==> config.mk <==
export PLATFORM = sky130hd
export DESIGN_NAME = tick_timer
export DESIGN_NICKNAME = d
export VERILOG_FILES = /design/src/rtl/tick_timer_pkg.sv /design/src/rtl/tick_pulse_sync.sv /design/src/rtl/tick_timer_core.sv /design/src/rtl/tick_timer.sv
export SDC_FILE = /design/constraint.sdc
export NUM_CORES = 1
export LEC_CHECK = 0
export BUFFER_PORTS_ARGS = -buffer_cell sky130_fd_sc_hd__buf_2
export CORE_MARGIN = 5
export CORE_UTILIZATION = 50
export DETAILED_ROUTE_END_ITERATION = 6
export GPL_TIMING_DRIVEN = 0
export MAX_ROUTING_LAYER = met4
export PLACE_DENSITY_LB_ADDON = 0.1
export SETUP_SLACK_MARGIN = 0.05
export SYNTH_ARGS = -nofsm -noshare
export SYNTH_HDL_FRONTEND = slang
export SYNTH_SLANG_ARGS = --single-unit
==> constraint.sdc <==
create_clock -name clk -period 3 [get_ports clk]
set_clock_uncertainty 0.2 [all_clocks]
set_input_delay 0.15 -clock clk [delete_from_list [all_inputs] [get_ports clk]]
set_output_delay 0.15 -clock clk [all_outputs]
set_load 0.1 [all_outputs]
==> src/rtl/tick_timer_pkg.sv <==
package tick_timer_pkg;

  localparam int REG_AW = 3;

  typedef enum logic [REG_AW-1:0] {
    RA_LO   = 3'd0,
    RA_HI   = 3'd1,
    RB_LO   = 3'd2,
    RB_HI   = 3'd3,
    R_CTRL  = 3'd4,
    R_IEN   = 3'd5,
    R_STAT  = 3'd6,
    R_SPARE = 3'd7
  } reg_sel_e;

  typedef enum logic [1:0] {
    BSRC_CLK = 2'd0,
    BSRC_AUF = 2'd1,
    BSRC_PIN = 2'd2,
    BSRC_OFF = 2'd3
  } bsrc_e;

  // Cycles between timeouts of the reload-step timer
  function automatic int unsigned reload_step_period(int unsigned latch);
    return latch + 2;
  endfunction

  // Source ticks between timeouts of the direct-reload counter
  function automatic int unsigned direct_period(int unsigned latch);
    return latch + 1;
  endfunction

endpackage

==> src/rtl/tick_pulse_sync.sv <==
module tick_pulse_sync #(
  parameter int STAGES = 2
) (
  input  logic clk,
  input  logic rst_n,
  input  logic pin_i,
  output logic fall_o
);
  localparam int LAST = STAGES;

  logic [LAST:0] chain_q;

  always_ff @(posedge clk or negedge rst_n) begin
    if (!rst_n) chain_q <= '1;
    else        chain_q <= {chain_q[LAST-1:0], pin_i};
  end

  // previous synchronised level high, current synchronised level low
  assign fall_o = chain_q[LAST] & ~chain_q[LAST-1];

  a_r9_fall_single: assert property (@(posedge clk) disable iff (!rst_n)
    fall_o |=> !fall_o);

endmodule

==> src/rtl/tick_timer_core.sv <==
module tick_timer_core #(
  parameter int CW         = 16,
  parameter int BW         = 8,
  parameter bit EXTRA_STEP = 1'b1
) (
  input  logic          clk,
  input  logic          rst_n,
  input  logic          tick_i,
  input  logic          free_run_i,
  input  logic          lo_we_i,
  input  logic          hi_we_i,
  input  logic [BW-1:0] wdata_i,
  input  logic          flag_clr_i,
  output logic [CW-1:0] count_o,
  output logic          flag_o,
  output logic          timeout_o
);
  localparam int HW = CW - BW;

  logic [BW-1:0] lat_lo_q;
  logic [HW-1:0] lat_hi_q;
  logic [CW-1:0] cnt_q;
  logic [CW-1:0] latch_w;
  logic [CW-1:0] load_w;
  logic          run_q;
  logic          armed_q;
  logic          wrap_q;
  logic          flag_q;

  assign latch_w   = {lat_hi_q, lat_lo_q};
  assign load_w    = {HW'(wdata_i), lat_lo_q};
  assign timeout_o = run_q & armed_q & tick_i & (cnt_q == '0);
  assign count_o   = cnt_q;
  assign flag_o    = flag_q;

  // latches and interrupt flag; a load beats a timeout, a timeout beats a clear
  always_ff @(posedge clk or negedge rst_n) begin
    if (!rst_n) begin
      lat_lo_q <= '0;
      lat_hi_q <= '0;
      flag_q   <= 1'b0;
    end else begin
      if (lo_we_i) lat_lo_q <= wdata_i;
      if (hi_we_i) lat_hi_q <= HW'(wdata_i);
      if (hi_we_i)         flag_q <= 1'b0;
      else if (timeout_o)  flag_q <= 1'b1;
      else if (flag_clr_i) flag_q <= 1'b0;
    end
  end

  generate
    if (EXTRA_STEP) begin : g_step
      // underflow to all ones, reload on the following cycle
      always_ff @(posedge clk or negedge rst_n) begin
        if (!rst_n) begin
          cnt_q   <= '0;
          run_q   <= 1'b0;
          armed_q <= 1'b0;
          wrap_q  <= 1'b0;
        end else if (hi_we_i) begin
          cnt_q   <= load_w;
          run_q   <= 1'b1;
          armed_q <= 1'b1;
          wrap_q  <= 1'b0;
        end else if (run_q && tick_i) begin
          if (wrap_q) begin
            cnt_q  <= latch_w;
            wrap_q <= 1'b0;
          end else begin
            cnt_q <= cnt_q - 1'b1;
            if (timeout_o) begin
              wrap_q  <= free_run_i;
              armed_q <= free_run_i;
            end
          end
        end
      end

      a_r3_reload_after_wrap: assert property (@(posedge clk) disable iff (!rst_n)
        (wrap_q && !hi_we_i) |=> (cnt_q == $past(latch_w)));

      a_r5_oneshot_no_reload: assert property (@(posedge clk) disable iff (!rst_n)
        (timeout_o && !free_run_i && !hi_we_i) |=> (cnt_q == '1) && !wrap_q && !armed_q);

    end else begin : g_direct
      // reload straight from zero on the source tick
      always_ff @(posedge clk or negedge rst_n) begin
        if (!rst_n) begin
          cnt_q   <= '0;
          run_q   <= 1'b0;
          armed_q <= 1'b0;
          wrap_q  <= 1'b0;
        end else if (hi_we_i) begin
          cnt_q   <= load_w;
          run_q   <= 1'b1;
          armed_q <= 1'b1;
          wrap_q  <= 1'b0;
        end else if (run_q && tick_i) begin
          if (timeout_o) begin
            cnt_q   <= free_run_i ? latch_w : cnt_q - 1'b1;
            armed_q <= free_run_i;
          end else begin
            cnt_q <= cnt_q - 1'b1;
          end
        end
      end

      a_r7_direct_reload: assert property (@(posedge clk) disable iff (!rst_n)
        (timeout_o && free_run_i && !hi_we_i) |=> (cnt_q == $past(latch_w)));

      a_r7_hold_without_tick: assert property (@(posedge clk) disable iff (!rst_n)
        (!tick_i && !hi_we_i) |=> $stable(cnt_q));
    end
  endgenerate

  a_r2_load_and_clear: assert property (@(posedge clk) disable iff (!rst_n)
    hi_we_i |=> (cnt_q == $past(load_w)) && !flag_q && run_q);

  a_r4_timeout_sets_flag: assert property (@(posedge clk) disable iff (!rst_n)
    (timeout_o && !hi_we_i) |=> flag_q);

endmodule

==> src/rtl/tick_timer.sv <==
module tick_timer
  import tick_timer_pkg::*;
#(
  parameter int CW          = 16,
  parameter int BW          = 8,
  parameter int SYNC_STAGES = 2
) (
  input  logic              clk,
  input  logic              rst_n,
  input  logic              bus_sel,
  input  logic              bus_wr,
  input  logic [REG_AW-1:0] bus_addr,
  input  logic [BW-1:0]     bus_wdata,
  output logic [BW-1:0]     bus_rdata,
  input  logic              ext_pulse,
  output logic              irq_n
);
  localparam int NFLAG = 2;

  reg_sel_e         addr_e;
  logic             wr_en, rd_en;
  logic             a_lo_we, a_hi_we, b_lo_we, b_hi_we;
  logic             a_clr, b_clr;
  logic             a_free_q;
  bsrc_e            b_src_q;
  logic [NFLAG-1:0] ien_q;
  logic [CW-1:0]    a_cnt, b_cnt;
  logic             a_flag, b_flag;
  logic             a_timeout, b_timeout;
  logic             b_tick;
  logic             pin_fall;
  logic             irq_act;
  logic [BW-1:0]    stat_w;

  assign addr_e  = reg_sel_e'(bus_addr);
  assign wr_en   = bus_sel & bus_wr;
  assign rd_en   = bus_sel & ~bus_wr;
  assign a_lo_we = wr_en && (addr_e == RA_LO);
  assign a_hi_we = wr_en && (addr_e == RA_HI);
  assign b_lo_we = wr_en && (addr_e == RB_LO);
  assign b_hi_we = wr_en && (addr_e == RB_HI);
  assign a_clr   = rd_en && (addr_e == RA_LO);
  assign b_clr   = rd_en && (addr_e == RB_LO);

  always_ff @(posedge clk or negedge rst_n) begin
    if (!rst_n) begin
      a_free_q <= 1'b0;
      b_src_q  <= BSRC_CLK;
      ien_q    <= '0;
    end else if (wr_en) begin
      if (addr_e == R_CTRL) begin
        a_free_q <= bus_wdata[0];
        b_src_q  <= bsrc_e'(bus_wdata[2:1]);
      end
      if (addr_e == R_IEN) ien_q <= bus_wdata[NFLAG-1:0];
    end
  end

  tick_pulse_sync #(.STAGES(SYNC_STAGES)) u_sync (
    .clk    (clk),
    .rst_n  (rst_n),
    .pin_i  (ext_pulse),
    .fall_o (pin_fall)
  );

  tick_timer_core #(.CW(CW), .BW(BW), .EXTRA_STEP(1'b1)) u_tmr_a (
    .clk        (clk),
    .rst_n      (rst_n),
    .tick_i     (1'b1),
    .free_run_i (a_free_q),
    .lo_we_i    (a_lo_we),
    .hi_we_i    (a_hi_we),
    .wdata_i    (bus_wdata),
    .flag_clr_i (a_clr),
    .count_o    (a_cnt),
    .flag_o     (a_flag),
    .timeout_o  (a_timeout)
  );

  always_comb begin
    unique case (b_src_q)
      BSRC_CLK: b_tick = 1'b1;
      BSRC_AUF: b_tick = a_timeout;
      BSRC_PIN: b_tick = pin_fall;
      default:  b_tick = 1'b0;
    endcase
  end

  tick_timer_core #(.CW(CW), .BW(BW), .EXTRA_STEP(1'b0)) u_tmr_b (
    .clk        (clk),
    .rst_n      (rst_n),
    .tick_i     (b_tick),
    .free_run_i (1'b1),
    .lo_we_i    (b_lo_we),
    .hi_we_i    (b_hi_we),
    .wdata_i    (bus_wdata),
    .flag_clr_i (b_clr),
    .count_o    (b_cnt),
    .flag_o     (b_flag),
    .timeout_o  (b_timeout)
  );

  assign irq_act = |({b_flag, a_flag} & ien_q);
  assign irq_n   = ~irq_act;

  always_comb begin
    stat_w         = '0;
    stat_w[0]      = a_flag;
    stat_w[1]      = b_flag;
    stat_w[BW-1]   = irq_act;
  end

  always_comb begin
    unique case (addr_e)
      RA_LO:   bus_rdata = a_cnt[BW-1:0];
      RA_HI:   bus_rdata = BW'(a_cnt >> BW);
      RB_LO:   bus_rdata = b_cnt[BW-1:0];
      RB_HI:   bus_rdata = BW'(b_cnt >> BW);
      R_CTRL:  bus_rdata = BW'({b_src_q, a_free_q});
      R_IEN:   bus_rdata = BW'(ien_q);
      R_STAT:  bus_rdata = stat_w;
      default: bus_rdata = '0;
    endcase
  end

  a_r6_irq_needs_flag: assert property (@(posedge clk) disable iff (!rst_n)
    !irq_n |-> (a_flag || b_flag));

  a_r8_b_flag_from_timeout: assert property (@(posedge clk) disable iff (!rst_n)
    $rose(b_flag) |-> $past(b_timeout));

  a_r10_ctrl_written: assert property (@(posedge clk) disable iff (!rst_n)
    (wr_en && addr_e == R_CTRL) |=> ({b_src_q, a_free_q} == $past(bus_wdata[2:0])));

endmodule

### Yosys cells after proc, flatten, opt, wreduce, memory -nomap -nowiden

Cells that the tools add are included.
W data, S select, Z words.

* add/sub/neg operators: 2
* eq/ne operators: 9
* muxes and demuxes: 25
* bitwise operators: 12
* reductions and logical operators: 22

Operators with widths (count)
* $mux W16: 6
* $pmux W8 S7: 1
* $logic_not A16 Y1: 2
* $sub A16 B1 Y16 const B: 2
* $mux W1: 17
* $eq A3 B3 Y1 const B: 3
* $and A1 B1 Y1: 8
* $reduce_bool A2 Y1: 4
* $logic_and A1 B1 Y1: 7
* $eq A3 B2 Y1 const B: 2
* $reduce_and A2 Y1: 3
* $reduce_bool A3 Y1: 2
* $eq A3 B1 Y1 const B: 1
* $logic_not A3 Y1: 1
* $not A1 Y1: 3
* $pmux W1 S3: 1
* $reduce_and A3 Y1: 1
* $and A2 B2 Y2: 1
* $eq A2 B1 Y1 const B: 1
* $eq A2 B2 Y1 const B: 1
* $logic_not A2 Y1: 1
* $ne A2 B2 Y1 const B: 1
* $reduce_or A2 Y1: 1

* flip-flop bits (word level): 79
* input bits: 16
* logic and storage cells: 87

### Logic depth before layout (Yosys ltp)

Gate-level depths: netlist (run 1).

* depth after elaboration: 8
* gate-level depth with buffers: 8
* gate-level depth less buffers: 7

### Modules after synthesis

From an unflattened synthesis (run 1), not the netlist that was laid out.

* cell total of the unflattened synthesis: 419
* area, all modules: 4396.7 µm²

Modules (own cells, without submodules)
* tick_timer_core (u_tmr_a): times used 1, cells an instance 178, area each 1850.5 µm², seq. area each 900.9 µm²
* tick_timer_core (u_tmr_b): times used 1, cells an instance 170, area each 1799.2 µm², seq. area each 875.8 µm²
* tick_timer: times used 1, cells an instance 67, area each 654.4 µm², seq. area each 125.1 µm²
* tick_pulse_sync: times used 1, cells an instance 4, area each 92.6 µm², seq. area each 78.8 µm²

### Worst setup path before layout (run 1)

OpenSTA, ideal clock, no wires.

* path kind: reg-to-output
* start: register u_tmr_a.flag_q, in the netlist u_tmr_a.flag_o
* end: output port bus_rdata[7]
* arrival: 3.325 ns
* data required time: 2.650 ns
* path slack: -0.675 ns
* stages on the path, launching flop included: 3
* cell sequence: dfrtp_1 > a22oi_1 > o22ai_1

* cells in the longest elaborated chain, start to end: 3

RTL lines
* start, declared: line tick_timer_core.sv:28 `logic flag_q;`
* start signal, assigned: line tick_timer_core.sv:41 `flag_q <= 1'b0;`
* start signal, assigned: line tick_timer_core.sv:45 `if (hi_we_i) flag_q <= 1'b0;`
* start signal, assigned: line tick_timer_core.sv:46 `else if (timeout_o) flag_q <= 1'b1;`
* $and A2 B2 Y2: line tick_timer.sv:103 `assign irq_act = |({b_flag, a_flag} & ien_q);`
* $reduce_or A2 Y1: line tick_timer.sv:103
* $pmux W8 S7: line tick_timer.sv:114 `unique case (addr_e)`
* end, declared: line tick_timer.sv:14 `output logic [BW-1:0] bus_rdata,`

Every way passes these cells.

### Final worst setup path (run 1)

* start: register u_tmr_a.cnt_q[0], in the netlist u_tmr_a.count_o[0]
* end: register u_tmr_a.flag_q, in the netlist u_tmr_a.flag_o

* cells in the longest elaborated chain, start to end: 4
* elaborated cells on any way between the ends: 5
* classes of those cells: mux (2); bitwise (1); reduce/logical (2)

RTL lines
* start, declared: line tick_timer_core.sv:22 `logic [CW-1:0] cnt_q;`
* start signal, assigned: line tick_timer_core.sv:61 `cnt_q <= load_w;`
* start signal, assigned: line tick_timer_core.sv:67 `cnt_q <= latch_w;`
* start signal, assigned: line tick_timer_core.sv:70 `cnt_q <= cnt_q - 1'b1;`
* $logic_not A16 Y1 (*): line tick_timer_core.sv:32 `assign timeout_o = run_q & armed_q & tick_i & (cnt_q == '0);`
* $and A1 B1 Y1 (*): line tick_timer_core.sv:32
* $mux W1: line tick_timer_core.sv:46
* $mux W1: line tick_timer_core.sv:45
* end signal, assigned: line tick_timer_core.sv:45
* end signal, assigned: line tick_timer_core.sv:46
* end signal, assigned: line tick_timer_core.sv:47 `else if (flag_clr_i) flag_q <= 1'b0;`

Every way passes the cells marked *; elsewhere a longest branch is shown, timed or not.
A chain may end at the register's enable or synchronous reset.

==> results of run 1 <==
==> final cells by class <==
cell class	count	area share, %
plain buffers	29	3.61
clock buffers	12	2.78
clock inverters	4	1.48
inverters	19	1.36
multi-input cells	352	44.9
flip-flops and latches	79	37.9
well taps	111	2.66
repair buffers	37	5.27
==> worst max path at each step <==
stage	startpoint	to	cells after the start
after floorplan	bus_addr[2]	bus_rdata[7]	5
after CTS	u_tmr_a.count_o[0]	u_tmr_a.flag_o	7
after detailed placement	u_tmr_a.count_o[0]	u_tmr_a.count_o[14]	7
final	u_tmr_a.count_o[0]	u_tmr_a.flag_o	7
after global routing	u_tmr_a.count_o[0]	u_tmr_a.count_o[14]	7
after global placement	u_tmr_a.count_o[0]	u_tmr_a.count_o[8]	7
==> power groups by stage <==
stage               combinational (W)  clock [W]  sequential (W)
floorplan                     0.00127          0         0.00164
global placement              0.00155          0         0.00179
detailed placement            0.00159          0         0.00180
CTS                           0.00161   0.000930         0.00178
global route                  0.00177   0.000984         0.00185
finish                        0.00161   0.000916         0.00180
==> layout by cell type, fill, tap and decap left out, types with 4 or more instances in the layout <==
master and instances:
nand2_1 68, dlygate4sd3_1 13, a21oi_1 22, o21ai_0 30
nand2b_1 5, nor3b_1 5, mux4_2 5, nand3_1 8
nand4_1 10, ha_1 4, clkbuf_1 18, inv_1 18
o31ai_1 9, nor4_1 8, dfrtp_1 76, nor2b_1 7
o221ai_1 6, and3_1 5, nor3_1 14, a31oi_1 5
or3_1 7, a22oi_1 8, buf_6 6, nor2_1 32
mux2_2 23, clkbuf_8 13, buf_2 23, a211o_1 4
==> state kept, by name, summed over array words and instances (netlist names), 2 cells and up <==
register          count
u_tmr_a.lat_lo_q      8
u_tmr_b.lat_lo_q      8
ien_q                 2
b_src_q               2
u_tmr_b.lat_hi_q      8
u_tmr_a.lat_hi_q      8
u_tmr_b.count_o      16
u_sync.chain_q        3
u_tmr_a.count_o      16
==> per-layer routing <==
layer	vias up	part of all wire (%)	GRT usage [%]
met5	-	0	-
met4	0	2.6	9.53
met3	30	5.1	4.72
met2	132	48	39.3
met1	1949	44	32.5
li1	1864	-	-
==> logic make-up (layout without fill, tap and decap cells) <==
logic type / count (synthesis) / count (layout)
and+or+nand+nor: 194 / 194
AOI/OAI and AO/OA: 118 / 118
DFF: 79 / 79
buffers and inverters: 48 / 101
muxes: 32 / 32
adders and majority gates: 4 / 4
xor gates and xnor gates: 4 / 4
==> stage by stage <==
stage | utilization, % | instances
floorplan | - | 479
finish | 57.7 | 643
detailed placement | 53.8 | 614
global route | 57.7 | 643
CTS | 57.7 | 643
global placement | 53.4 | 613
==> worst reg2reg max path, delay by kind of cell (launching register included) <==
kind | cells | cell delay [ns]
fa+ha+maj | 1 | 0.17
compound gates | 2 | 0.34
flops | 1 | 0.44
buf+inv | 2 | 0.70
simple gates | 2 | 0.78
==> reports/results.ini, run 1 <==
[layout]
regArea_um2=1980
antenna_cells=0
fillCellCount=806
multi_input_area_um2=2350
layout.nets=547
final_area_um2=5230
areaGrowthSynthToFinish_pct=14.2
drive_above_1_share_pct=19.9

[die]
rows=35
die_area_um2=11200
die_y_um=106
initial_core_util_pct=50.5
die-width_um=106
core_um2=9060
io_pins=25

[pwr]
power.total_w=0.00432
p_switching_w=0.00180
internal_power_w=0.00252
ir_drop_uv=386
p_comb_share_pct=37.2
p_clk_share_pct=21.2
switching_share_pct=41.7
p_leak_nw=2.19
seqPwrFrac_pct=41.6
powerDensity_nw_per_um2=827

[sta]
setup_ws_ns=0.318
worstMarginPinSlew_ns=1.02
hold_ws_ns=0.0307
finalMaxSlewViolations=0
max_slew_margin_pct=32.0
fmax_mhz=373
hold_violations=0
tns_ns=0
setup_viol=0
rsz0062_at_grt=no
timing.final.crit_share_pct=89.4
period_needed_ns=2.68

[synth]
yosysTopAreaCell=dfrtp_1
synth.most_common_cell=dfrtp_1
ys.flop_type=dfrtp_1
synthTopCellsByCount=dfrtp_1 (76), nand2_1 (68), nor2_1 (32), o21ai_0 (32), mux2_2 (23)
yosys_register_bits=79
ys_warn_count=0
synth_top_family_by_area=simple AND/OR/NAND/NOR gates
yosys.area_share.simple_pct=22.3
syn_area_um2=4580
async_flop_share_pct=100
synth_adder_area_share_pct=1.09
seq_area_frac_synth_pct=43.3
syn-num-nets=499
synth-edff-count=0
synth-compound-area-share_pct=17.5
synth_xor_area_share_pct=0.765
synthCells=479
yosysUniqueCellTypes=73
yosysTopAreaCellShare_pct=41.5
muxShareOfSynthArea_pct=9.34
avgSynthCellArea_um2=9.56
synth.area.top_cells=dfrtp_1 (42%), mux2_2 (5.7%), nand2_1 (5.6%), o21ai_0 (3.5%), nor2_1 (2.6%)

[global_route]
grt_pass1_wl_mm=21.2
grt_pass1_vias=3892
grt-ovfl-total=0
grt_usage_pct=25.1
grt_max_degree=56
grt_antenna_before_repair=0

[placement]
place_congestion=0.931
place_area_um2=4870
dp.final_hpwl_mm=9.46
portBuffers=23
dpl_worst_slack_ns=0.418

[cts]
htreeDepth=3
postCtsHoldBufs=13
cts_tree=yes
clk_pin_slew_ns=0.09
cts.path.max_buffers=2
worstSkewPairLatency_ns=0.36
cts_setup_buffers=0
ctsResizeCount=0
cts-root-buf=clkbuf_8
numCtsBuffers=9
clock_sinks=79

[setup_path]
reg2reg_slack_ns=0.32
ff2ff_path_depth=7
rr_startpoint=u_tmr_a.count_o[0]
crit_buf_inv=2
cp-start-kind=flop
critPathTopFamily=simple AND/OR/NAND/NOR gates
worst_setup_path_end_kind=flop
crit_type=flop to flop
cp.required_ns=3.10
slowest_delay_ns=0.56
crit_path_max_fanout=4
path_cells=inv_1, ha_1, nand4_1, nor3_1, o21ai_0, a31oi_1, dlygate4sd3_1
arrival_ns=2.78
reg2reg_to=u_tmr_a.flag_o
cp_slowest_cell=nor3_1

[detailed_routing]
route.detailed.drc=0
first_pass_iters=5
routed_wl_mm=12.9
via_per_inst=6.18
routed-via-count=3975
ant_nets=0
wl_per_cell_um=20.1
drtIter0Drc=181

[status]
status=complete, no violations

[hold_path]
hp-class=input port to asynchronous set/reset pin

[job]
max_cap_viol_count=0

Note: power is estimated with default switching activity, not from simulation.
==> run 2: changes to the inputs <==
--- a/config.mk
+++ b/config.mk
@@ -5,6 +5,7 @@
 export SDC_FILE = /design/constraint.sdc
 export NUM_CORES = 1
 export LEC_CHECK = 0
+export ABC_AREA = 1
 export BUFFER_PORTS_ARGS = -buffer_cell sky130_fd_sc_hd__buf_2
 export CORE_MARGIN = 5
 export CORE_UTILIZATION = 50
==> run 2 against run 1 <==
Non-clock buffer count shrank 18; sequential share of layout area grew 0.38 points; combinational power grew 9%; wire length grew 0.19%; final cell count grew 16%; clock power shrank 2%; worst hold slack lost 0.00068 ns; final area shrank 1.0%; critical path type unchanged; global-route usage grew 0.15 points; clock-buffer cell count shrank 2; critical endpoint is now u_tmr_b.count_o[4]; synthesized cell count grew 23%.
==> reports/results.ini, run 2 <==
[layout]
areaGrowthSynthToFinish_pct=13.4  ; was 14.2%
post-route-util_pct=58.8  ; was 57.7%
finalNonFillerCells=747  ; was 643
final_common_cell=nand2_1  ; was dfrtp_1
layout_common_cells=nand2_1 (132), dfrtp_1 (76), inv_1 (73)  ; was dfrtp_1 (76), nand2_1 (68), nor2_1 (32)
drive_above_1_share_pct=18.2  ; was 19.9%
layout.nets=654  ; was 547
antenna_cells=0  ; unchanged

[global_route]
grt_pass1_wl_mm=21.2  ; about the same
grt_max_degree=50  ; was 56
grt_antenna_before_repair=0  ; unchanged
grt-ovfl-total=0  ; unchanged
grt_pass1_vias=3926  ; was 3892
grt_usage_pct=25.2  ; was 25.1%

[setup_path]
reg2reg_slack_ns=0.74  ; was 0.32 ns
cp.required_ns=3.05  ; was 3.10 ns
worst_setup_path_end_kind=flop  ; unchanged
ff2ff_path_depth=14  ; was 7
arrival_ns=2.31  ; was 2.78 ns
crit_top_cell=nand2_1
reg2reg_to=u_tmr_b.count_o[4]  ; was u_tmr_a.flag_o
crit_buf_inv=3  ; was 2
critPathTopFamily=simple AND/OR/NAND/NOR gates  ; unchanged
crit_type=flop to flop  ; unchanged
rr_startpoint=u_tmr_a.count_o[0]  ; unchanged
cp_slowest_cell=dfrtp_1  ; was nor3_1
path_cells=inv_1, ha_1, nand2_1, inv_1, nand2_1, nor2_2, nand3_2, nand2_4, nand3_4, nand2_4, buf_12, nand2_2, nand3_1, nand2_1  ; was inv_1, ha_1, nand4_1, nor3_1, o21ai_0, a31oi_1, dlygate4sd3_1
cp_num_cells=14  ; was 7
slowest_delay_ns=0.41  ; was 0.56 ns
cp-start-kind=flop  ; unchanged
crit_path_max_fanout=10  ; was 4

[detailed_routing]
route.detailed.drc=0  ; unchanged
routed-via-count=4121  ; was 3975
met3_length_mm=1.04  ; was 664 um
first_pass_iters=7  ; was 5
via_per_inst=5.52  ; was 6.18
ant_nets=0  ; unchanged
routed_wl_mm=13.0  ; was 12.9 mm
wl_per_cell_um=17.3  ; was 20.1 um
routed-wl-met2_mm=5.50  ; was 6.22 mm
dr.max_layer_used=met4  ; unchanged
drtIter0Drc=283  ; was 181
wl_met1_mm=6.23  ; was 5.71 mm

[cts]
ctsResizeCount=0  ; unchanged
cts_tree=yes  ; unchanged
htreeDepth=3  ; unchanged
cts-root-buf=clkbuf_8  ; unchanged
cts.path.max_buffers=2  ; unchanged
clock_sinks=79  ; unchanged
worstSkewPairLatency_ns=0.37  ; was 0.36 ns
numCtsBuffers=9  ; unchanged
clk_pin_slew_ns=0.08  ; was 0.09 ns

[hold_path]
hp-class=input port to flop  ; was input port to asynchronous set/reset pin
min-delay-start=bus_sel
hold_end=u_tmr_a.flag_o
hold_path_depth=4

[die]
core_um2=8810  ; was 9060 um^2
die_y_um=106  ; about the same
die_area_um2=11100  ; was 11200 um^2
io_pins=25  ; unchanged
initial_core_util_pct=51.8  ; was 50.5%
rows=34  ; was 35
die-width_um=106  ; about the same

[synth]
seq_area_frac_synth_pct=43.4  ; was 43.3%
syn-num-nets=608  ; was 499
yosysTopAreaCellShare_pct=41.7  ; was 41.5%
ys_warn_count=0  ; unchanged
synth.area.top_cells=dfrtp_1 (42%), nand2_1 (11%), inv_1 (6.0%), o21ai_0 (5.0%), nor2_1 (3.7%)  ; was dfrtp_1 (42%), mux2_2 (5.7%), nand2_1 (5.6%), o21ai_0 (3.5%), nor2_1 (2.6%)
yosysTopAreaCell=dfrtp_1  ; unchanged
avgSynthCellArea_um2=7.76  ; was 9.56 um^2
synth-edff-count=0  ; unchanged
yosys_register_bits=79  ; unchanged
syn_area_um2=4560  ; was 4580 um^2
ys.flop_type=dfrtp_1  ; unchanged
async_flop_share_pct=100  ; unchanged
synthCells=588  ; was 479
synth.most_common_cell=nand2_1  ; was dfrtp_1
yosysUniqueCellTypes=40  ; was 73
synthTopCellsByCount=nand2_1 (132), dfrtp_1 (76), inv_1 (73), o21ai_0 (46), nor2_1 (45)  ; was dfrtp_1 (76), nand2_1 (68), nor2_1 (32), o21ai_0 (32), mux2_2 (23)

[pwr]
seqPwrFrac_pct=38.7  ; was 41.6%
switching_share_pct=43.9  ; was 41.7%
internal_power_w=0.00243  ; was 0.00252 W
ir_drop_uv=381  ; was 386 uV
p_clk_share_pct=20.7  ; was 21.2%
powerDensity_nw_per_um2=837  ; was 827 nW/um^2
p_leak_nw=2.55  ; was 2.19 nW
p_switching_w=0.00190  ; was 0.00180 W
p_comb_share_pct=40.6  ; was 37.2%

[job]
max_cap_viol_count=0  ; unchanged

[placement]
place_congestion=1.03  ; was 0.931
dpl_worst_slack_ns=0.784  ; was 0.418 ns
placedCellCount=721  ; was 614
dp.final_hpwl_mm=9.87  ; was 9.46 mm
portBuffers=24  ; was 23

[sta]
tns_ns=0  ; unchanged
hold_ws_ns=0.0300  ; was 0.0307 ns
finalMaxSlewViolations=0  ; unchanged
fmax_mhz=443  ; was 373 MHz
max_slew_margin_pct=67.2  ; was 32.0%
period_needed_ns=2.26  ; was 2.68 ns
timing.final.crit_share_pct=75.3  ; was 89.4%
worstMarginPinSlew_ns=0.496  ; was 1.02 ns
setup_ws_ns=0.741  ; was 0.318 ns
hold_violations=0  ; unchanged
setup_viol=0  ; unchanged
rsz0062_at_grt=no  ; unchanged

[status]
status=complete, no violations  ; unchanged

==> run 2: power groups by stage <==
stage / Clock (W) / Combinational [W] / Sequential [W]
2_1_floorplan: 0 / 0.00138 / 0.00160
3_3_place_gp: 0 / 0.00169 / 0.00168
3_5_place_dp: 0 / 0.00173 / 0.00169
4_1_cts: 0.000911 / 0.00174 / 0.00167
5_1_grt: 0.000965 / 0.00197 / 0.00172
6_report: 0.000897 / 0.00176 / 0.00168
==> run 2: layer usage <==
metal  global-route usage, %  vias up
li1                        -     1995
met4                    6.01        0
met2                    34.9      170
met1                    37.0     1940
met3                    6.48       16
met5                       -        -
==> run 2: layout make-up <==
class                      count  area (um^2)
clock inverter                 6         93.8
sequential                    79         1980
tap                          108          135
timing repair buffer          35          250
buffer                        13         95.1
multi-input combinational    406         2150
inverter                      90          338
fill                         847         3630
clock buffer                  10          128
==> run 2: what timing repair did <==
| item | CTS | global route |
|---|---|---|
| hold endpoints to repair | 112 | 0 |
| hold buffers | 10 | 0 |
| buffers inserted | 0 | 0 |
==> run 2: cells by family after synthesis <==
| kind of cell | share of synthesized area, % |
|---|---|
| AOI/OAI and AO/OA | 15.3 |
| xor gates and xnor gates | 3.26 |
| adders and majority gates | 1.10 |
| buffers and inverters | 9.49 |
| DFF | 43.4 |
| and+or+nand+nor | 27.4 |
==> run 2: worst reg2reg max path, cell delays in order (launching register included) <==
cell	delay [ns]
dfrtp_1	0.41
inv_1	0.15
ha_1	0.19
nand2_1	0.05
inv_1	0.04
nand2_1	0.05
nor2_2	0.12
nand3_2	0.14
nand2_4	0.12
nand3_4	0.15
nand2_4	0.16
buf_12	0.15
nand2_2	0.07
nand3_1	0.09
nand2_1	0.06
==> run 2: worst max path at each step <==
| stage | from | endpoint | slack [ns] |
|---|---|---|---|
| 5_1_grt | u_tmr_a.count_o[0] | u_tmr_b.count_o[6] | 0.61 |
| 6_report | u_tmr_a.count_o[0] | u_tmr_b.count_o[4] | 0.74 |
| 3_3_place_gp | u_tmr_a.count_o[0] | u_tmr_b.count_o[4] | 0.80 |
| 4_1_cts | u_tmr_a.count_o[0] | u_tmr_b.count_o[4] | 0.76 |
| 2_1_floorplan | u_tmr_b.count_o[11] | bus_rdata[3] | 0.07 |
| 3_5_place_dp | u_tmr_a.count_o[0] | u_tmr_b.count_o[4] | 0.78 |
==> run 2: per-stage QoR <==
stage / total power, W / area [um^2]
6_report: 0.00433 / 5170
5_1_grt: 0.00466 / 5170
4_1_cts: 0.00433 / 5170
3_5_place_dp: 0.00342 / 4850
3_3_place_gp: 0.00337 / 4820
2_1_floorplan: 0.00298 / 4570
==> run 3: changes to the inputs <==
==> constraint.sdc (replaced) <==
create_clock -name clk -period 2.2 [get_ports clk]
set_clock_uncertainty 0.2 [all_clocks]
set_input_delay 0.11 -clock clk [delete_from_list [all_inputs] [get_ports clk]]
set_output_delay 0.11 -clock clk [all_outputs]
set_load 0.1 [all_outputs]
==> run 3 against run 2 <==
Final cell count rose by 2.3%; maximum frequency rose by 8.8%; via count rose by 2.4%; largest cell class unchanged.
==> reports/results.ini, run 3 (same netlist as run 2, synthesis figures left out) <==
[status]
status=complete, no violations  ; unchanged

[detailed_routing]
routed-wl-met2_mm=5.81  ; was 5.50 mm
drtIter0Drc=327  ; was 283
routed_wl_mm=13.7  ; was 13.0 mm
route.detailed.drc=0  ; unchanged
wl_met1_mm=6.66  ; was 6.23 mm
ant_nets=0  ; unchanged
routed-via-count=4219  ; was 4121
via_per_inst=5.52  ; about the same
dr.max_layer_used=met4  ; unchanged
wl_per_cell_um=17.9  ; was 17.3 um
met3_length_um=946  ; was 1.04 mm
first_pass_iters=5  ; was 7

[global_route]
grt-ovfl-total=0  ; unchanged
grt_pass1_vias=3965  ; was 3926
grt_max_degree=42  ; was 50
grt_usage_pct=25.7  ; was 25.2%
grt_antenna_before_repair=0  ; unchanged
grt_pass1_wl_mm=21.5  ; was 21.2 mm

[cts]
clock_sinks=79  ; unchanged
worstSkewPairLatency_ns=0.37  ; about the same
clk_pin_slew_ns=0.09  ; was 0.08 ns
cts_tree=yes  ; unchanged
cts-root-buf=clkbuf_8  ; unchanged
cts.path.max_buffers=2  ; unchanged
htreeDepth=3  ; unchanged
numCtsBuffers=9  ; unchanged

[setup_path]
worst_setup_path_end_kind=flop  ; unchanged
cp-start-kind=flop  ; unchanged
arrival_ns=2.18  ; was 2.31 ns
crit_type=flop to flop  ; unchanged
cp.required_ns=2.31  ; was 3.05 ns
crit_path_max_fanout=10  ; unchanged

[sta]
setup_ws_ns=0.123  ; was 0.741 ns
hold_violations=0  ; unchanged
period_needed_ns=2.08  ; was 2.26 ns
rsz0062_at_grt=no  ; unchanged
max_slew_margin_pct=65.0  ; was 67.2%
fmax_mhz=481  ; was 443 MHz
tns_ns=0  ; unchanged
hold_ws_ns=0.0521  ; was 0.0300 ns
worstMarginPinSlew_ns=0.525  ; was 0.496 ns
setup_viol=0  ; unchanged
finalMaxSlewViolations=0  ; unchanged
timing.final.crit_share_pct=94.4  ; was 75.3%

[layout]
areaGrowthSynthToFinish_pct=18.3  ; was 13.4%
antenna_cells=0  ; unchanged
fillCellCount=806  ; was 847
layout_common_cells=nand2_1 (129), dfrtp_1 (76), inv_1 (69)  ; was nand2_1 (132), dfrtp_1 (76), inv_1 (73)
layout.nets=671  ; was 654
final_common_cell=nand2_1  ; unchanged
post-route-util_pct=61.3  ; was 58.8%
drive_above_1_share_pct=21.6  ; was 18.2%

[placement]
place_congestion=0.965  ; was 1.03
portBuffers=24  ; unchanged
dp.final_hpwl_mm=9.97  ; was 9.87 mm
dpl_worst_slack_ns=0.0206  ; was 0.784 ns

[die]
initial_core_util_pct=51.8  ; unchanged
io_pins=25  ; unchanged
rows=34  ; unchanged
die_y_um=106  ; unchanged
core_um2=8810  ; unchanged
die-width_um=106  ; unchanged
die_area_um2=11100  ; unchanged

[job]
max_cap_viol_count=0  ; unchanged

[pwr]
powerDensity_nw_per_um2=1130  ; was 837 nW/um^2
p_leak_nw=2.64  ; was 2.55 nW
power.total_w=0.00612  ; was 0.00433 W
ir_drop_uv=622  ; was 381 uV

[hold_path]
hp-class=input port to asynchronous set/reset pin  ; was input port to flop

[run 3: changes by cell type in the layout (fill, tap and decap cells not counted), moves of 3 or more]
cell and delta:
buf_4 +13, inv_1 -4, inv_2 +4, nand2_1 -3, o21ai_0 -4, o21ai_1 +4
[run 3: final timing paths]
| check | slack (ns) | start | endpoint | depth (start not counted) |
|---|---|---|---|---|
| setup / recovery | 0.12 | u_tmr_a.count_o[0] | u_tmr_b.count_o[13] | 14 |
| hold / removal | 0.05 | rst_n | u_tmr_a.count_o[13] | 2 |
| setup reg to reg | 0.12 | u_tmr_a.count_o[0] | u_tmr_b.count_o[13] | 14 |
| hold reg to reg | 0.16 | u_sync.chain_q[0] | u_sync.chain_q[1] | 0 |
| max in group asynchronous | 1.08 | rst_n | u_sync.chain_q[0] | 3 |
| min in group clk | 0.07 | bus_wr | u_tmr_a.flag_o | 5 |
[run 3: cell type report]
cell class | instances | area [um^2] | area share, %
multi-input cells | 406 | 2210 | 41.0
flip-flops and latches | 79 | 1980 | 36.7
repair buffers | 52 | 412 | 7.63
inverters | 90 | 338 | 6.26
clock buffers | 11 | 141 | 2.62
well taps | 108 | 135 | 2.50
plain buffers | 13 | 95.1 | 1.76
clock inverters | 5 | 81.3 | 1.51
[run 3: layer usage]
metal | GRT usage (%) | vias to the layer above
met4 | 7.49 | 0
met2 | 35.1 | 135
li1 | - | 2031
met1 | 39.3 | 2031
met5 | - | -
met3 | 3.79 | 22
[run 3: critical path: stages (launching register included)]
cell and delay, ns:
dfrtp_1 0.41, inv_2 0.11, ha_4 0.14, nand2_2 0.04
inv_2 0.04, nand2_2 0.05, nor2_4 0.14, nand3_4 0.11
nand2_4 0.11, nand3_4 0.12, buf_12 0.15, buf_6 0.13
nand3_1 0.11, nand3_2 0.08, nand2_1 0.06
[run 3: power by group]
group / switching (W) / total [W] / leakage, nW / internal (W)
Clock: 0.000569 / 0.00124 / 0.110 / 0.000671
Sequential: 0.000430 / 0.00230 / 0.967 / 0.00187
Combinational: 0.00168 / 0.00258 / 1.57 / 0.000896
[run 3: through the flow]
stage	area, um^2	instances
global route	5400	764
finish	5400	764
CTS	5200	750
global placement	4830	720
detailed placement	4850	721
floorplan	4570	588
[run 3: timing repair]
| item | 4_1_cts | 5_1_grt |
|---|---|---|
| buffers inserted | 2 | 13 |
| pin swaps | 0 | 8 |
| cloned | 0 | 1 |
| endpoints found under the hold margin | 126 | 0 |
| gates resized for setup | 0 | 18 |
| setup endpoints to repair | 9 | 18 |
| hold buffers | 11 | 0 |
